File: config.mk
export PLATFORM = sky130hd
export DESIGN_NAME = tdc_capture
export DESIGN_NICKNAME = d
export VERILOG_FILES = /design/src/rtl/tdc_pkg.sv /design/src/rtl/tdc_window.sv /design/src/rtl/tdc_coarse.sv /design/src/rtl/tdc_fine.sv /design/src/rtl/tdc_capture.sv
export SDC_FILE = /design/constraint.sdc
export NUM_CORES = 1
export LEC_CHECK = 0
export ABC_AREA = 1
export BUFFER_PORTS_ARGS = -buffer_cell sky130_fd_sc_hd__buf_2
export CELL_PAD_IN_SITES_DETAIL_PLACEMENT = 1
export CELL_PAD_IN_SITES_GLOBAL_PLACEMENT = 2
export CORE_UTILIZATION = 29
export DETAILED_ROUTE_END_ITERATION = 10
export PLACE_DENSITY_LB_ADDON = 0.1
export SYNTH_ARGS = -nofsm -noshare
export SYNTH_HDL_FRONTEND = slang
export SYNTH_SLANG_ARGS = --single-unit
File: constraint.sdc
create_clock -name clk -period 24.1 [get_ports clk]
set_input_delay 4.82 -clock clk [delete_from_list [all_inputs] [get_ports clk]]
set_output_delay 4.82 -clock clk [all_outputs]
set_load 0.1 [all_outputs]
File: src/rtl/tdc_pkg.sv
package tdc_pkg;

    typedef enum logic [1:0] {
        W_IDLE   = 2'd0,
        W_RUN    = 2'd1,
        W_SETTLE = 2'd2
    } win_st_e;

    // Length of the leading run of ones from bit 0 (bubbles above are dropped)
    function automatic int unsigned lead_ones(input logic [254:0] v, input int unsigned n);
        int unsigned k;
        logic        run;
        k   = 0;
        run = 1'b1;
        for (int unsigned i = 0; i < 255; i++) begin
            if (i < n) begin
                if (run && v[i]) k = k + 1;
                else             run = 1'b0;
            end
        end
        return k;
    endfunction

endpackage

File: src/rtl/tdc_window.sv
module tdc_window
    import tdc_pkg::*;
(
    input  logic clk,
    input  logic rst,
    input  logic start,
    input  logic stop,
    output logic osc_en,
    output logic accept,
    output logic capture
);
    win_st_e st;
    logic    start_d, stop_d;
    logic    start_e, stop_e;

    assign start_e = start & ~start_d;
    assign stop_e  = stop & ~stop_d;
    assign accept  = (st == W_IDLE) && start_e;
    assign osc_en  = (st == W_RUN);
    assign capture = (st == W_SETTLE);

    always_ff @(posedge clk) begin
        if (rst) begin
            st      <= W_IDLE;
            start_d <= 1'b0;
            stop_d  <= 1'b0;
        end else begin
            start_d <= start;
            stop_d  <= stop;
            case (st)
                W_IDLE:   if (start_e) st <= W_RUN;
                W_RUN:    if (stop_e)  st <= W_SETTLE;
                W_SETTLE: st <= W_IDLE;
                default:  st <= W_IDLE;
            endcase
        end
    end

    // a stop edge inside the window closes it at the next edge
    p_stop_closes_r1: assert property (@(posedge clk) disable iff (rst)
        (osc_en && stop_e) |=> !osc_en);
    // a stop with no open window never opens one
    p_idle_stop_r8: assert property (@(posedge clk) disable iff (rst)
        (!osc_en && !start_e) |=> !osc_en);
    // capture strobe only follows a closing window
    p_capture_after_close_r5: assert property (@(posedge clk) disable iff (rst)
        (osc_en && stop_e) |=> capture);
endmodule

File: src/rtl/tdc_coarse.sv
module tdc_coarse #(
    parameter int unsigned CW = 10
) (
    input  logic          clk,
    input  logic          clr,
    input  logic          en,
    input  logic          ph_last,
    output logic [CW-1:0] cnt,
    output logic          ovf
);
    localparam logic [CW-1:0] CMAX = {CW{1'b1}};

    logic prev;
    logic tick;

    assign tick = en && ph_last && !prev;

    always_ff @(posedge clk) begin
        prev <= ph_last;
        if (clr) begin
            cnt <= '0;
            ovf <= 1'b0;
        end else if (tick) begin
            if (cnt == CMAX) ovf <= 1'b1;
            else             cnt <= cnt + 1'b1;
        end
    end

    // saturated count stays at the top
    p_sat_hold_r3: assert property (@(posedge clk) disable iff (clr)
        (cnt == CMAX) |=> (cnt == CMAX));
    // overflow is sticky until the next clear
    p_ovf_sticky_r3: assert property (@(posedge clk) disable iff (clr)
        ovf |=> ovf);
    // nothing is counted outside the window
    p_no_count_idle_r2: assert property (@(posedge clk) disable iff (clr)
        !en |=> $stable(cnt));
endmodule

File: src/rtl/tdc_fine.sv
module tdc_fine
    import tdc_pkg::*;
#(
    parameter int unsigned NPH = 63,
    parameter int unsigned FW  = 6
) (
    input  logic [NPH-1:0] therm,
    output logic [FW-1:0]  fine
);
    logic [254:0] wide;

    always_comb begin
        wide           = '0;
        wide[NPH-1:0]  = therm;
        fine           = FW'(lead_ones(wide, NPH));
        // a zero at the bottom tap always yields a zero fine value
        if (!therm[0]) a_zero_base_r4: assert (fine == '0);
    end
endmodule

File: src/rtl/tdc_capture.sv
module tdc_capture
    import tdc_pkg::*;
#(
    parameter int unsigned CODE_W = 16,
    parameter int unsigned FINE_W = 6,
    parameter int unsigned NPH    = (1 << FINE_W) - 1
) (
    input  logic              clk,
    input  logic              rst,
    input  logic              start,
    input  logic              stop,
    input  logic              load,
    input  logic [NPH-1:0]    phase,
    output logic              osc_en,
    output logic [CODE_W-1:0] code,
    output logic              code_ovf
);
    localparam int unsigned CW = CODE_W - FINE_W;

    logic              accept, capture;
    logic [CW-1:0]     cnt;
    logic              ovf;
    logic [FINE_W-1:0] fine;
    logic [CODE_W-1:0] meas;
    logic              meas_ovf;
    logic              load_d;
    logic              load_e;

    tdc_window u_win (
        .clk     (clk),
        .rst     (rst),
        .start   (start),
        .stop    (stop),
        .osc_en  (osc_en),
        .accept  (accept),
        .capture (capture)
    );

    tdc_coarse #(.CW(CW)) u_coarse (
        .clk     (clk),
        .clr     (rst | accept),
        .en      (osc_en),
        .ph_last (phase[NPH-1]),
        .cnt     (cnt),
        .ovf     (ovf)
    );

    tdc_fine #(.NPH(NPH), .FW(FINE_W)) u_fine (
        .therm (phase),
        .fine  (fine)
    );

    assign load_e = load & ~load_d;

    always_ff @(posedge clk) begin
        if (rst) begin
            meas     <= '0;
            meas_ovf <= 1'b0;
            code     <= '0;
            code_ovf <= 1'b0;
            load_d   <= 1'b0;
        end else begin
            load_d <= load;
            if (capture) begin
                meas     <= {cnt, fine};
                meas_ovf <= ovf;
            end
            if (load_e) begin
                code     <= meas;
                code_ovf <= meas_ovf;
            end
        end
    end

    // a load edge publishes the captured word
    p_load_copy_r6: assert property (@(posedge clk) disable iff (rst)
        load_e |=> (code == $past(meas)));
    // without a load edge the output holds
    p_hold_r6: assert property (@(posedge clk) disable iff (rst)
        !load_e |=> $stable(code) && $stable(code_ovf));
    // reset clears the pixel outputs
    p_reset_clear_r7: assert property (@(posedge clk)
        rst |=> (code == '0) && !code_ovf && !osc_en);
endmodule

==> summary.md, run 1 <==
| Metric | Value |
|---|---|
| Status | finished, final reports clean |
| Htree depth | 2 |
| IO Count | 86 |
| Synth warn | 0 |
| DPL Wire Length | 19.4 mm |
| Worst hold-check path type | register to register |
| CTS tree | done |
| Critical path peak fanout | 3 |
| Die Wd | 178 um |
| Final setup fails | 0 |
| Rel. slew slack | 52.7% |
| Max IR drop VDD | 0.0260 mV |
| Post-Syn Area | 8930 um^2 |
| DIE AREA | 31500 um^2 |
| Yosys top cell area share | 16.3% |
| Top area cells in the synthesized netlist | nand2_1 (16%), inv_1 (12%), dfxtp_1 (11%) |
| Latest clock arrival within the worst-skew pair | 0.29 ns |
| Syn Inst Count | 1603 |
| # fillers | 4085 |
| Worst-margin pin slew | 0.709 ns |
| Max-slew violations | 0 |
| Port Buffer Count | 85 |
| Max Cap Viol | 0 |
| DR WL/cell | 10.5 um |
| Post-synth EDFFs | 0 |
| Sw frac | 37.1% |
| Sinks on Clock Net | 51 |
| Clock root buffer | clkbuf_16 |
| Post-route cell area | 11300 um^2 |
| Crit Path Category | input pin to register |
| Setup tns final | 0 ns |
| F_max | 0.0439 GHz |
| Placed inst area | 10300 um^2 |
| Syn Area/Cell | 5.57 um^2 |
| Final routed DRC violation total | 0 |
| Layout net count | 1907 |
| Antenna violations before repair | 1 |
| P per Cell Area | 23.5 nW/um^2 |
| Largest net degree at the start of global routing | 31 |
| Clock Skews | 0.00558 ns |
| Final ANT Viol Nets | 0 |
| Vias in the first global route | 9845 |
| Die Ht | 178 um |
| Via/cell ratio | 4.52 |
| TritonRoute pass-1 iters | 4 |
| Post-synth ARST share | 0% |
| Share of layout cells above drive strength 1 | 28.8% |
| Mapped Nets | 1732 |
| Synthesized flop and latch total | 51 |
| Count leader, synth | nand2_1 |
| Final Cycle Share | 94.5% |
| Worst Path Required | 24.29 ns |
| Leakage power total | 6.28 nW |
| P_sw | 0.0981 mW |
| Flop pwr share | 33.6% |
| Synth Flop Type | dfxtp_1 |
| CP max stage cell | ha_1 |
| First-pass GRT wire length | 40.0 mm |
| WP data arrival | 22.98 ns |
| Core area | 30000 um^2 |
| CP Launch Type | input pin |
| Crit path time final | 22.78 ns |
| Clock share of power | 27.5% |
| Final WL | 22.8 mm |
| Register area share after synthesis | 11.4% |
| Cell variety after synth | 40 |
| Final hold vios | 0 |
| Overall Power | 0.264 mW |
| Tot GR Track Use | 14.4% |
| Most frequent CP cell | ha_1 |
| Clock-pin slew on the worst setup and hold paths | 0.07 ns |
| Starting Density | 29.8% |
| Site Rows | 63 |
| GRT overflow | 0 |
| Int Power | 0.166 mW |
| Synth-to-Final Area Change | 26.2% |
| Crit path capture type | register |
| Dpl ws | -0.969 ns |
| Synth top cells by count | nand2_1 (389), inv_1 (286), nor2_1 (207), nand3_1 (149) |
| Area leader, netlist | nand2_1 |
| Via count | 9817 |
| Routability cong. | 0.772 |
| Biggest cell delay along the critical path | 0.30 ns |
| Final hold slack | 0.428 ns |
| DRT iter0 DRCs | 175 |
| # hold bufs at CTS | 0 |
| Final worst setup slack | 1.32 ns |
| Cts bufs inserted | 5 |
| CTS max path bufs | 2 |
| Comb pwr share | 38.9% |
## through the flow
step,util (%),instances
2_1_floorplan,-,1603
3_3_place_gp,34.3,2133
3_5_place_dp,34.3,2133
4_1_cts,35.2,2150
5_1_grt,37.6,2169
6_report,37.6,2170
## state kept, by name (all words and copies together) (netlist names)
name / flops
code_ovf: 1
meas: 16
code: 16
u_coarse.ovf: 1
u_coarse.cnt: 10
u_win.st: 2
u_win.start_d: 1
load_d: 1
meas_ovf: 1
u_win.stop_d: 1
u_coarse.prev: 1
## metal layers
| layer | track usage [%] | part of all wire (%) | vias to the layer above |
|---|---|---|---|
| met4 | 1.35 | 0.35 | 2 |
| met2 | 28.5 | 51 | 53 |
| met5 | 0 | 0.044 | - |
| li1 | - | - | 5357 |
| met3 | 1.03 | 1.7 | 8 |
| met1 | 17.3 | 47 | 4397 |
## logic make-up (layout without fill, tap and decap cells)
group,Yosys count,after routing,synth area share [%]
xor gates and xnor gates,40,40,4.01
AOI/OAI and AO/OA,160,160,9.50
DFF,51,51,11.4
and+or+nand+nor,942,942,51.3
adders and majority gates,61,61,8.54
other,0,1,0
buffers and inverters,349,525,15.2
## what timing repair did
action	in CTS	in global routing
endpoints found under the setup margin	4	5
gates resized for setup	19	129
buffers inserted	9	19
pin swaps	1	90
## worst max-delay path: cells and delay by family
| kind | cells | cell delay [ns] |
|---|---|---|
| AO/OA/AOI/OAI | 33 | 3.88 |
| XOR/XNOR | 1 | 0.15 |
| buffers and inverters | 30 | 1.91 |
| adder cells (fa/ha/maj) | 31 | 8.22 |
| AND/OR/NAND/NOR | 48 | 3.94 |
## final cells by class
cell class / instances / area [um^2] / area share [%]
Inverter: 340 / 1320 / 11.7
Timing Repair Buffer: 177 / 1120 / 9.94
Multi-Input combinational cell: 1203 / 7170 / 63.6
Tap cell: 390 / 488 / 4.33
Clock inverter: 3 / 28.8 / 0.255
Antenna cell: 1 / 2.50 / 0.0222
Sequential cell: 51 / 1020 / 9.06
Clock buffer: 5 / 125 / 1.11
## worst paths after layout
kind / startpoint / end / slack, ns / cells after the start
min: u_win.stop_d / u_win.st[1] / 0.43 / 1
max: phase[1] / meas[4] / 1.32 / 143
max reg2reg: u_win.st[0] / u_coarse.cnt[9] / 21.65 / 11
min reg2reg: u_win.stop_d / u_win.st[1] / 0.43 / 1
## cell usage in the layout, fill, tap and decap left out, types with 2 or more instances in the layout
cell,count
ha_4,20
clkinv_4,2
inv_1,274
a31oi_2,2
nand3_1,144
clkinv_2,8
nand2_1,371
clkbuf_16,5
nor3_1,8
nor2_8,4
xor2_1,24
xnor2_1,15
clkinv_1,5
a21oi_2,8
nand2_4,19
buf_4,91
o21ai_1,7
nor3_2,2
or2_2,2
nor2_2,26
inv_4,12
o21ai_2,22
nand4_1,21
inv_2,41
dfxtp_1,51
a21oi_1,42
nor4_1,6
nand3_4,3
a31oi_4,2
nand2_2,92
a31oi_1,2
o21ai_0,58
nor2_1,181
o211ai_1,9
ha_1,41
nor2_4,14
buf_2,85
nand3_2,46
## power groups by stage
stage	clock, mW	sequential [mW]	combinational, mW
after global routing	0.0781	0.0891	0.116
after CTS	0.0752	0.0888	0.0873
after detailed placement	0	0.0908	0.0839
after global placement	0	0.0907	0.0827
after floorplan	0	0.104	0.0432
final	0.0728	0.0888	0.103
Power figures use the tool's default switching activity.
==> inputs of run 2 (changes only) <==
MAX_ROUTING_LAYER = met4   (was not set)
==> run 2 against run 1 <==
Register-to-register slack about the same. Die area unchanged. Global-route usage is 0.42 points higher. Sequential power about the same. Wire length about the same. Maximum frequency is essentially flat. Largest power group unchanged.
==> summary.md, run 2 (synthesis results as in run 1) <==
| Metric | Value |
|---|---|
| # hold bufs at CTS | 0 (unchanged) |
| Htree depth | 2 (unchanged) |
| Flop pwr share | 33.6% (about the same) |
| Die Ht | 178 um (unchanged) |
| Comb pwr share | 38.9% (about the same) |
| RR Startpoint | u_win.st[0] (unchanged) |
| Global route hottest layer | met2 (unchanged) |
| CTS max path bufs | 2 (unchanged) |
| DR WL/cell | 10.5 um (about the same) |
| Critical path peak fanout | 3 (unchanged) |
| Biggest regs | code x16, meas x16, u_coarse.cnt x10 (unchanged) |
| Biggest cell delay along the critical path | 0.30 ns (about the same) |
| Final setup fails | 0 (unchanged) |
| Port Buffer Count | 85 (unchanged) |
| Crit Path Category | input pin to register (unchanged) |
| Final Cycle Share | 94.6% (was 94.5%) |
| Tot GR Track Use | 14.9% (was 14.4%) |
| Clock share of power | 27.5% (about the same) |
| Clock-pin slew on the worst setup and hold paths | 0.07 ns (about the same) |
| Core area | 30000 um^2 (unchanged) |
| Sw frac | 37.1% (about the same) |
| Register-to-Register Setup Slack | 21.65 ns (about the same) |
| Grt met2 use | 28.5% (unchanged) |
| CP max stage cell | ha_1 (unchanged) |
| Crit path time final | 22.79 ns (was 22.78 ns) |
| Setup tns final | 0 ns (unchanged) |
| Crit path capture type | register (unchanged) |
| DIE AREA | 31500 um^2 (unchanged) |
| Clock Skews | 0.00607 ns (was 0.00558 ns) |
| Max-slew violations | 0 (unchanged) |
| Latest clock arrival within the worst-skew pair | 0.29 ns (about the same) |
| Final hold vios | 0 (unchanged) |
| TritonRoute pass-1 iters | 4 (unchanged) |
| Worst hold-check path type | register to register (unchanged) |
| Status | finished, final reports clean (unchanged) |
| Final ANT Viol Nets | 0 (unchanged) |
| CP Launch Type | input pin (unchanged) |
| Worst setup path start | phase[1] (unchanged) |
| First-pass GRT wire length | 40.0 mm (about the same) |
| Starting Density | 29.8% (unchanged) |
| Antenna violations before repair | 1 (unchanged) |
| Most frequent CP cell | ha_1 (unchanged) |
| DRT iter0 DRCs | 184 (was 175) |
| R2R Path End | u_coarse.cnt[9] (unchanged) |
| Die Wd | 178 um (unchanged) |
| Commonest non-fill, non-tap cells in the layout | nand2_1 (371), inv_1 (274), nor2_1 (181) (unchanged) |
| CTS tree | done (unchanged) |
| Int Power | 0.166 mW (about the same) |
| Worst-margin pin slew | 0.709 ns (about the same) |
| Commonest non-fill, non-tap cell in the layout | nand2_1 (unchanged) |
| WP data arrival | 22.98 ns (about the same) |
| Met1 Usage GRT | 17.3% (unchanged) |
| Final WL | 22.8 mm (about the same) |
| Clock root buffer | clkbuf_16 (unchanged) |
| Vias in the first global route | 9839 (was 9845) |
| GRT overflow | 0 (unchanged) |
| Max IR drop VDD | 0.0259 mV (was 0.0260 mV) |
| Sinks on Clock Net | 51 (unchanged) |
| P per Cell Area | 23.4 nW/um^2 (was 23.5 nW/um^2) |
| Routability cong. | 0.785 (was 0.772) |
| Layout net count | 1907 (unchanged) |
| Reg2Reg Depth | 11 (unchanged) |
| Final routed DRC violation total | 0 (unchanged) |
| Dpl ws | -0.969 ns (unchanged) |
| Rel. slew slack | 52.7% (about the same) |
| Largest net degree at the start of global routing | 31 (unchanged) |
| End point of the critical path | meas[4] (unchanged) |
| Via/cell ratio | 4.52 (about the same) |
| P_sw | 0.0979 mW (was 0.0981 mW) |
| GR Util met3 | 1.03% (unchanged) |
| F_max | 0.0439 GHz (about the same) |
| Cts bufs inserted | 5 (unchanged) |
| IO Count | 86 (unchanged) |
| Share of layout cells above drive strength 1 | 28.8% (unchanged) |
| Max Cap Viol | 0 (unchanged) |
| Site Rows | 63 (unchanged) |
| Final worst setup slack | 1.31 ns (was 1.32 ns) |
| Overall Power | 0.264 mW (about the same) |
| Worst Path Required | 24.29 ns (about the same) |
| Leakage power total | 6.28 nW (about the same) |
| Final Core Density | 37.6% (about the same) |
| DPL Wire Length | 19.4 mm (unchanged) |
| Via count | 9815 (was 9817) |
| Synth-to-Final Area Change | 26.2% (about the same) |
[run 2: cell types whose count changed in the layout (fill, tap and decap cells not counted), sizes merged]
cell and change:
diode +1
[run 2: worst max-delay path, delay by kind of cell]
family	cells	cell delay, ns
buffers and inverters	30	1.91
and+or+nand+nor	48	3.94
xor gates and xnor gates	1	0.15
AOI/OAI and AO/OA	33	3.88
adders and majority gates	31	8.22
[run 2: how the worst min path moves through the flow]
| stage | from | to | slack (ns) | cells after the start |
|---|---|---|---|---|
| after floorplan | u_win.stop_d | u_win.st[1] | 0.39 | 1 |
| after global placement | u_win.stop_d | u_win.st[1] | 0.40 | 1 |
| after detailed placement | u_win.stop_d | u_win.st[1] | 0.42 | 1 |
| after CTS | u_win.stop_d | u_win.st[1] | 0.43 | 1 |
| after global routing | u_win.stop_d | u_win.st[1] | 0.47 | 1 |
| final | u_win.stop_d | u_win.st[1] | 0.43 | 1 |
[run 2: power by group through the flow]
stage          registers [mW]  logic, mW  clock network [mW]
3_5_place_dp           0.0908     0.0839                   0
4_1_cts                0.0888     0.0873              0.0752
5_1_grt                0.0891      0.116              0.0781
2_1_floorplan           0.104     0.0432                   0
6_report               0.0888      0.103              0.0726
3_3_place_gp           0.0907     0.0827                   0
[run 2: what timing repair did]
| action | CTS | global route |
|---|---|---|
| endpoints found under the setup margin | 4 | 5 |
| pin swaps | 1 | 90 |
| buffers inserted | 9 | 19 |
| gates resized for setup | 19 | 129 |
[run 2: final cells by class]
cell class | count | area [um^2]
fill | 4085 | 18700
inverter | 340 | 1320
timing repair buffer | 177 | 1120
clock buffer | 5 | 125
sequential | 51 | 1020
multi-input combinational | 1203 | 7170
antenna | 2 | 5.00
tap | 390 | 488
clock inverter | 3 | 28.8
[run 2: routing by layer]
| metal | vias to the layer above | part of all wire [%] |
|---|---|---|
| li1 | 5358 | - |
| met1 | 4396 | 47 |
| met2 | 53 | 51 |
| met3 | 8 | 1.7 |
| met4 | 0 | 0.34 |
| met5 | - | 0 |
[run 2: per-stage QoR]
step	instances	hold WS, ns	cell area (um^2)
final	2171	0.428	11300
after global routing	2170	0.474	11300
after CTS	2150	0.435	10600
after detailed placement	2133	0.422	10300
after global placement	2133	0.400	10300
after floorplan	1603	0.394	8930
